`src/rtl/sdirq_pkg.sv`:
```
package sdirq_pkg;

    localparam int unsigned WORD_W   = 32;
    localparam int unsigned SEL_W    = 3;
    localparam int unsigned ERR_LSB  = 16;
    localparam int unsigned SUM_BIT  = 15;

    // Normal events: 0,1,3,4,5,6,8. Error events: 16..22, 24, 28.
    localparam logic [WORD_W-1:0] IMPL_BITS = 32'h117F_017B;

    typedef enum logic [SEL_W-1:0] {
        SEL_STATUS  = 3'd0,
        SEL_CAPT_EN = 3'd1,
        SEL_LINE_EN = 3'd2,
        SEL_BUSY    = 3'd3
    } word_sel_e;

    typedef struct packed {
        logic dat_active;
        logic dat_busy;
        logic cmd_busy;
    } busy_t;

    typedef struct packed {
        logic clr_status;
        logic wr_capt;
        logic wr_line;
    } wr_strobe_t;

    function automatic wr_strobe_t decode_write(input logic [SEL_W-1:0] sel,
                                                input logic wr);
        wr_strobe_t s;
        s.clr_status = wr && (sel == SEL_STATUS);
        s.wr_capt    = wr && (sel == SEL_CAPT_EN);
        s.wr_line    = wr && (sel == SEL_LINE_EN);
        return s;
    endfunction

endpackage

```
`src/rtl/sdirq_enable_reg.sv`:
```
module sdirq_enable_reg #(
    parameter int unsigned         W    = 32,
    parameter logic [W-1:0]        KEEP = '1
) (
    input  logic         clk,
    input  logic         rst,
    input  logic         we,
    input  logic [W-1:0] wdata,
    output logic [W-1:0] q
);
    always_ff @(posedge clk) begin
        if (rst)
            q <= '0;
        else if (we)
            q <= wdata & KEEP;
    end
endmodule

```
`src/rtl/sdirq_status_bits.sv`:
```
module sdirq_status_bits #(
    parameter int unsigned  W    = 32,
    parameter logic [W-1:0] KEEP = '1
) (
    input  logic         clk,
    input  logic         rst,
    input  logic         clr_we,
    input  logic [W-1:0] clr_data,
    input  logic [W-1:0] evt,
    input  logic [W-1:0] capt_en,
    output logic [W-1:0] q
);
    logic [W-1:0] set_v;
    logic [W-1:0] clr_v;
    logic [W-1:0] nxt;

    assign set_v = evt & capt_en & KEEP;
    assign clr_v = clr_we ? clr_data : '0;

    for (genvar i = 0; i < W; i++) begin : g_bit
        if (KEEP[i]) begin : g_live
            // a new event outranks a clear in the same cycle
            assign nxt[i] = set_v[i] | (q[i] & ~clr_v[i]);
        end else begin : g_tied
            assign nxt[i] = 1'b0;
        end
    end

    always_ff @(posedge clk) begin
        if (rst)
            q <= '0;
        else
            q <= nxt;
    end
endmodule

```
`src/rtl/sdirq_readmux.sv`:
```
module sdirq_readmux
    import sdirq_pkg::*;
#(
    parameter int unsigned W = 32
) (
    input  logic [SEL_W-1:0] sel,
    input  logic [W-1:0]     status,
    input  logic             err_sum,
    input  logic [W-1:0]     capt_en,
    input  logic [W-1:0]     line_en,
    input  busy_t            busy,
    output logic [W-1:0]     rdata
);
    localparam int unsigned BUSY_W = $bits(busy_t);

    always_comb begin
        rdata = '0;
        case (sel)
            SEL_STATUS: begin
                rdata          = status;
                rdata[SUM_BIT] = err_sum;
            end
            SEL_CAPT_EN: rdata = capt_en;
            SEL_LINE_EN: rdata = line_en;
            SEL_BUSY:    rdata[BUSY_W-1:0] = busy;
            default:     rdata = '0;
        endcase
    end
endmodule

```
`src/rtl/sd_irq_unit.sv`:
```
module sd_irq_unit
    import sdirq_pkg::*;
#(
    parameter int unsigned           W    = WORD_W,
    parameter logic [WORD_W-1:0]     KEEP = IMPL_BITS
) (
    input  logic             clk,
    input  logic             rst,
    input  logic [SEL_W-1:0] reg_addr,
    input  logic             reg_wr,
    input  logic [W-1:0]     reg_wdata,
    output logic [W-1:0]     reg_rdata,
    input  logic [W-1:0]     evt_in,
    input  logic             cmd_busy_in,
    input  logic             dat_busy_in,
    input  logic             dat_active_in,
    output logic             irq
);
    localparam logic [W-1:0] ERR_FIELD = ~((W'(1) << ERR_LSB) - W'(1));

    wr_strobe_t   stb;
    logic [W-1:0] status_q;
    logic [W-1:0] capt_en_q;
    logic [W-1:0] line_en_q;
    busy_t        busy;
    logic         err_sum;

    assign stb  = decode_write(reg_addr, reg_wr);
    assign busy = '{dat_active: dat_active_in, dat_busy: dat_busy_in, cmd_busy: cmd_busy_in};

    sdirq_enable_reg #(.W(W), .KEEP(KEEP[W-1:0])) u_capt (
        .clk(clk), .rst(rst), .we(stb.wr_capt), .wdata(reg_wdata), .q(capt_en_q)
    );

    sdirq_enable_reg #(.W(W), .KEEP(KEEP[W-1:0])) u_line (
        .clk(clk), .rst(rst), .we(stb.wr_line), .wdata(reg_wdata), .q(line_en_q)
    );

    sdirq_status_bits #(.W(W), .KEEP(KEEP[W-1:0])) u_stat (
        .clk(clk), .rst(rst), .clr_we(stb.clr_status), .clr_data(reg_wdata),
        .evt(evt_in), .capt_en(capt_en_q), .q(status_q)
    );

    assign err_sum = |(status_q & ERR_FIELD);
    assign irq     = |(status_q & line_en_q);

    sdirq_readmux #(.W(W)) u_rd (
        .sel(reg_addr), .status(status_q), .err_sum(err_sum),
        .capt_en(capt_en_q), .line_en(line_en_q), .busy(busy), .rdata(reg_rdata)
    );
endmodule

```
`config.mk`:
```
export PLATFORM = sky130hd
export DESIGN_NAME = sd_irq_unit
export DESIGN_NICKNAME = d
export VERILOG_FILES = /design/src/rtl/sdirq_pkg.sv /design/src/rtl/sdirq_enable_reg.sv /design/src/rtl/sdirq_status_bits.sv /design/src/rtl/sdirq_readmux.sv /design/src/rtl/sd_irq_unit.sv
export SDC_FILE = /design/constraint.sdc
export NUM_CORES = 1
export LEC_CHECK = 0
export ABC_CLOCK_PERIOD_IN_PS = 4050
export BUFFER_PORTS_ARGS = -buffer_cell sky130_fd_sc_hd__buf_4
export CAP_MARGIN = 0
export CORE_MARGIN = 5
export CORE_UTILIZATION = 38
export CTS_CLUSTER_DIAMETER = 50
export CTS_CLUSTER_SIZE = 16
export DETAILED_ROUTE_END_ITERATION = 12
export GPL_ROUTABILITY_DRIVEN = 0
export PLACE_DENSITY = 0.66
export SKIP_LAST_GASP = 1
export SLEW_MARGIN = 20
export SYNTH_ARGS = -nofsm -noshare
export SYNTH_HDL_FRONTEND = slang
export SYNTH_SLANG_ARGS = --single-unit
```
`constraint.sdc`:
```
create_clock -name clk -period 4.05 [get_ports clk]
set_clock_uncertainty 0.1 [all_clocks]
set_input_delay 0.81 -clock clk [delete_from_list [all_inputs] [get_ports clk]]
set_output_delay 0.81 -clock clk [all_outputs]
set_load 0.01 [all_outputs]
```
Word-level counts from Yosys, hierarchy flattened:

Cells that the tools add are included.

* equality and inequality tests: 3
* mux-type cells: 3
* bitwise logic cells: 50
* reduce and logical (&&, ||, !) cells: 6

Operator list (number)
* 29-bit case mux with 3 select lines: 1
* 32-bit by 29-bit bitwise AND with 32-bit output: 1
* 32-bit OR reduction: 1
* 29-bit bitwise AND: 1
* 29-bit two-way mux: 1
* 1-bit bitwise AND: 16
* 1-bit inverter: 16
* 1-bit bitwise OR: 16
* 16-bit OR reduction: 1
* 3-bit case mux with 4 select lines: 1
* 3-bit by 2-bit == test with 1-bit output, second input constant: 2
* 3-bit by 1-bit == test with 1-bit output, second input constant: 1
* 1-bit logical AND: 3
* 3-bit logical NOT: 1

* bits in registers: 64
* output and inout port bits: 33
* word-level logic and storage cells: 66

Depth between registers and ports, before layout:

* word-level depth: 6
* depth in mapped cells: 5

Modules after synthesis:

Synthesis repeated with hierarchy kept, for this count alone.

* cells, all modules: 394
* area total of the unflattened synthesis: 3666.0 µm²

Modules (own cells, without submodules)
* sdirq_enable_reg: instances 2, cells an instance 69, area an instance 704.4 µm², sequential area each 320.3 µm²
* sdirq_readmux: instances 1, cells an instance 142, area an instance 1218.7 µm², sequential area each 0.0 µm²
* sdirq_status_bits: instances 1, cells an instance 85, area an instance 820.8 µm², sequential area each 320.3 µm²
* sd_irq_unit: instances 1, cells an instance 29, area an instance 217.7 µm², sequential area each 0.0 µm²

Worst setup path after synthesis:

Ideal clock, no wire load.

* path type: input -> output
* start: input port reg_addr[1]
* end: output port reg_rdata[15]
* data arrival time: 1618 ps
* path slack: 1522 ps
* cell stages on the path: 3
* path buffers: 2
* path through: buf_6 buf_12 a2111oi_1

* longest elaborated chain between the ends: 2
* elaborated cells on any way between the ends: 4
* classes of those cells: 2 x eq/ne; 1 x mux; 1 x reduce/logical

Ends and longest elaborated chain
* start, declared: line sd_irq_unit.sv:9 `input logic [SEL_W-1:0] reg_addr,`
* 3-bit by 2-bit == test with 1-bit output (tied with other cells): line sdirq_readmux.sv:18 `case (sel)`
* 29-bit case mux with 3 select lines (*): line sdirq_readmux.sv:18
* end, declared: line sd_irq_unit.sv:12 `output logic [W-1:0] reg_rdata,`

Every way passes the cells marked *; elsewhere a longest branch is shown, timed or not.

Final worst setup path:

* start: input port reg_addr[1]
* end: output port reg_rdata[1]

* longest elaborated chain between the ends: 2
* elaborated cells on any way between the ends: 5
* classes of those cells: 3 x eq/ne; 1 x mux; 1 x reduce/logical

Ends and longest elaborated chain (line)
* 3-bit by 2-bit == test with 1-bit output (tied with other cells): sdirq_readmux.sv:18
* 3-bit case mux with 4 select lines (*): sdirq_readmux.sv:18

Marked as above.

==> out/results.txt <==
The critical path goes through buf_4 > mux4_2 > nor2b_1 > buf_4. For the cell area after synthesis, the log shows 2520 um2. Of the post-synthesis cell area, the part taken by muxes is 7.35%. For this run, the number of Yosys warnings is 0.

The upper clock frequency limit is 343 MHz. The repair_antennas step left the layout with diodes totalling 0. The worst setup path is launched from a primary input. After clock tree synthesis, the setup repair step added 0 buffers. The part of the power in the clock network was 36.4%. The met1 usage is 21.8%, and the number of enable flip-flop cells after synthesis is 0. The critical path contains buffers and inverters numbering 2 combined. Yosys attributes the largest share of cell area to sky130_fd_sc_hd__dfxtp_1 38%, sky130_fd_sc_hd__nand2_1 12%, sky130_fd_sc_hd__a21oi_1 7.6%. Summing the areas of all compound-gate instances in the mapped netlist gives 24.6% of the synthesized area. The first global-routing pass estimated 10.9 mm of wire. The power density over cell area came out at 320 nW/um2. The most common cell in the netlist was sky130_fd_sc_hd__nand2_1.

The tools report the TritonCTS buffer count as 5. In this design, the largest share of critical-path delay is due to multiplexers. The critical path endpoint category is an output pin. The number of antenna violations at the first check in global routing came out at 0. The setup path with the least slack is of type in2out.

Global routing used 3.55% of the available met3 tracks. The total routed wirelength was 6.78 mm. Setup violations remaining at the end of the flow were counted as 0.

The number of remaining DRC errors was 0. The overall die height is 91.4 um, and the switching fraction of total power is 24.6%. The number of synthesized register bits was 48. For the pin with the worst max-slew slack, the measured transition is 1.14 ns. The most used routing layer in global routing was met2.

Sorting the synthesized cells by how often they occur yields 80 x sky130_fd_sc_hd__nand2_1, 48 x sky130_fd_sc_hd__dfxtp_1, 38 x sky130_fd_sc_hd__a21oi_1. Once the floorplan was initialized, standard cells occupied 39.4% of the core. The region available for standard cell placement spans 6390 um2.

The I/O pin total was 106; the post-cts resize count was 0. The cell type with the highest occurrence count on the critical path was sky130_fd_sc_hd__buf_4. For this run, the register share of the synthesized area comes to 38.2%. In this run the core area contains 29 standard-cell rows. Synthesis produced 294 cells.

The logs give 15.9% for the aggregate global-route resource usage and 233 uW for the switching power summed over all nets. The mean number of vias per cell is 5.34, and the minimum period implied by the final worst setup slack is 2.91 ns. The classification of the worst-slack hold path is reg2reg. A synthesized cell averages 8.57 um2.

The data arrival time of the critical path is 2.00 ns, and the clock net sink count is 48. For the final number of max-transition violations, the log shows 0. Dividing the detail-routed wire length by the instance count gives 16.3 um. At the end of the flow, the number of nets in the layout was 412.

In this run the deepest clock path goes through 2 buffers. The highest cell delay on the worst timing path was 0.54 ns; the count of unique library cells instantiated by Yosys was 29. Of all nets on the critical path, the largest fanout is 24.

The layout-stage area growth over the synthesis result works out to 17.6%. The tools report the worst hold slack as 0.374 ns. For this design, the slowest cell found on the critical path is sky130_fd_sc_hd__mux4_2. Clock-pin slew was measured on the worst setup and hold paths at 0.09 ns. The xor and xnor fraction of the mapped netlist area works out to 0%. The number of iterations in the first detailed-routing pass is 4. CTS placed an instance of sky130_fd_sc_hd__clkbuf_8 at the clock tree root. In this run the number of H-tree levels came out at 2. At the worst endpoint, the required time is 3.14 ns. For this run, asynchronously set or reset flops after synthesis account for 0%. The number of maximum-capacitance violations was 0. Headroom to the max-slew limit came out at 23.7%. The die covers 8360 um2. The quantity of I/O buffers inserted on ports is 59.

Summed over all failing endpoints, the final setup total negative slack is 0 ns. The run finished with clean final reports. The library cell occupying the most area in the post-synthesis netlist was sky130_fd_sc_hd__dfxtp_1. Entering global routing, the biggest net connects 49 pins.

Setup repair after global routing left no endpoint under its margin. Total of hold buffers inserted after clock tree synthesis: 0. Estimated wirelength of the detail-placed design: 4.56 mm.

The via count is 2228. The tools report the peak supply drop as 0.176 mV. The worst path uses 71.9% of the clock period.

The power share of the combinational group was 12.1%. The via count of the first global-routing pass came out at 2130. In this run the horizontal extent of the chip is 91.4 um.

Of the cells placed in the final design, the portion with a size suffix greater than 1 is 24.1%. Share of the synthesized area in the top cell type: 38.2%. The most used flip-flop cell after synthesis was sky130_fd_sc_hd__dfxtp_1. The sequential share of power was 51.5%. The combinational family with the most area after synthesis is compound AO/OA/AOI/OAI gates.

The total grt overflow was 0. The internal portion of the total power is 715 uW. The synthesized netlist devotes 19.1% of its cell area to simple gates. The tools report the remaining number of nets flagged by the antenna check after routing as 0. TritonCTS built the clock tree. The adder and majority cell fraction of the synthesized area was 0%. For this run, global-route usage on met2 was measured as 24.9%. Clock latency on the worst-skew pair, taken at its later pin, is 0.30 ns.

The tools report the cell leakage power as 1.11 nW. The logs give 94 for the number of violations reported at the end of detailed-routing iteration 0 and 0 for the number of hold-slack violations in the final timing report.
[registers in the layout (all words and copies together) (netlist names)]
name,count
u_capt.q,16
u_line.q,16
u_stat.q,16
[worst register-to-register path: cells and delay by family (launching register included)]
family	cells	cell delay [ns]
and+or+nand+nor	1	0.07
AOI/OAI and AO/OA	1	0.29
DFF	1	0.39
[through the flow]
step                      setup slack, ns  power (mW)  area, um2  utilization [%]  instances
after detailed placement             1.14       0.614       2850             44.7        409
after CTS                            1.14       0.955       2960             46.4        417
after global routing                 1.09       0.989       2960             46.4        417
final                                1.14       0.948       2960             46.4        417
after global placement               1.14       0.613       2850             44.7        409
after floorplan                      1.52       0.574       2570                -        307
[routing by layer]
layer	wire [um]	share of wire [%]	up-vias
met5	0	0	-
met4	68	1.0	0
met3	378	5.6	7
met2	3150	46	68
met1	3180	47	1039
li1	-	-	1114
[layout by cell type, fill, tap and decap left out, types with 10 or more instances in the layout]
| master | Yosys | final |
|---|---|---|
| sky130_fd_sc_hd__a21oi_1 | 38 | 38 |
| sky130_fd_sc_hd__a21oi_2 | 10 | 10 |
| sky130_fd_sc_hd__a2bb2oi_1 | 14 | 14 |
| sky130_fd_sc_hd__a311oi_1 | 16 | 16 |
| sky130_fd_sc_hd__buf_4 | 22 | 60 |
| sky130_fd_sc_hd__conb_1 | 1 | 14 |
| sky130_fd_sc_hd__dfxtp_1 | 48 | 48 |
| sky130_fd_sc_hd__mux2i_1 | 14 | 14 |
| sky130_fd_sc_hd__nand2_1 | 80 | 80 |
| sky130_fd_sc_hd__nor2_1 | 14 | 14 |
[cells by family (layout without fill, tap and decap cells)]
logic type             Yosys count  after routing
and+or+nand+nor                107            107
AOI/OAI and AO/OA               87             87
DFF                             48             48
buffers and inverters           35             68
muxes                           16             16
other                            1             14
[power by group through the flow]
stage	clock, mW	sequential, mW	combinational, mW
6_report	0.345	0.488	0.115
5_1_grt	0.375	0.490	0.124
4_1_cts	0.352	0.488	0.115
3_5_place_dp	0	0.499	0.114
3_3_place_gp	0	0.499	0.114
2_1_floorplan	0	0.497	0.0772
[layout make-up]
| class | count | area [um2] |
|---|---|---|
| Tap cell | 77 | 96.3 |
| Clock buffer | 6 | 72.6 |
| Timing Repair Buffer | 60 | 450 |
| Sequential cell | 48 | 961 |
| Multi-Input combinational cell | 224 | 1350 |
| Clock inverter | 2 | 35.0 |
| Fill cell | 654 | 3420 |
[final timing paths]
| path | from | cells after the start | slack, ns | end |
|---|---|---|---|---|
| max | reg_addr[1] | 4 | 1.14 | reg_rdata[1] |
| min | u_line.q[5]$_SDFFE_PP0P_ | 2 | 0.37 | u_line.q[5]$_SDFFE_PP0P_ |
| max reg2reg | u_capt.q[6]$_SDFFE_PP0P_ | 2 | 3.10 | u_stat.q[6]$_SDFF_PP0_ |
| min reg2reg | u_line.q[5]$_SDFFE_PP0P_ | 2 | 0.37 | u_line.q[5]$_SDFFE_PP0P_ |
(Power assumes the default switching activity.)
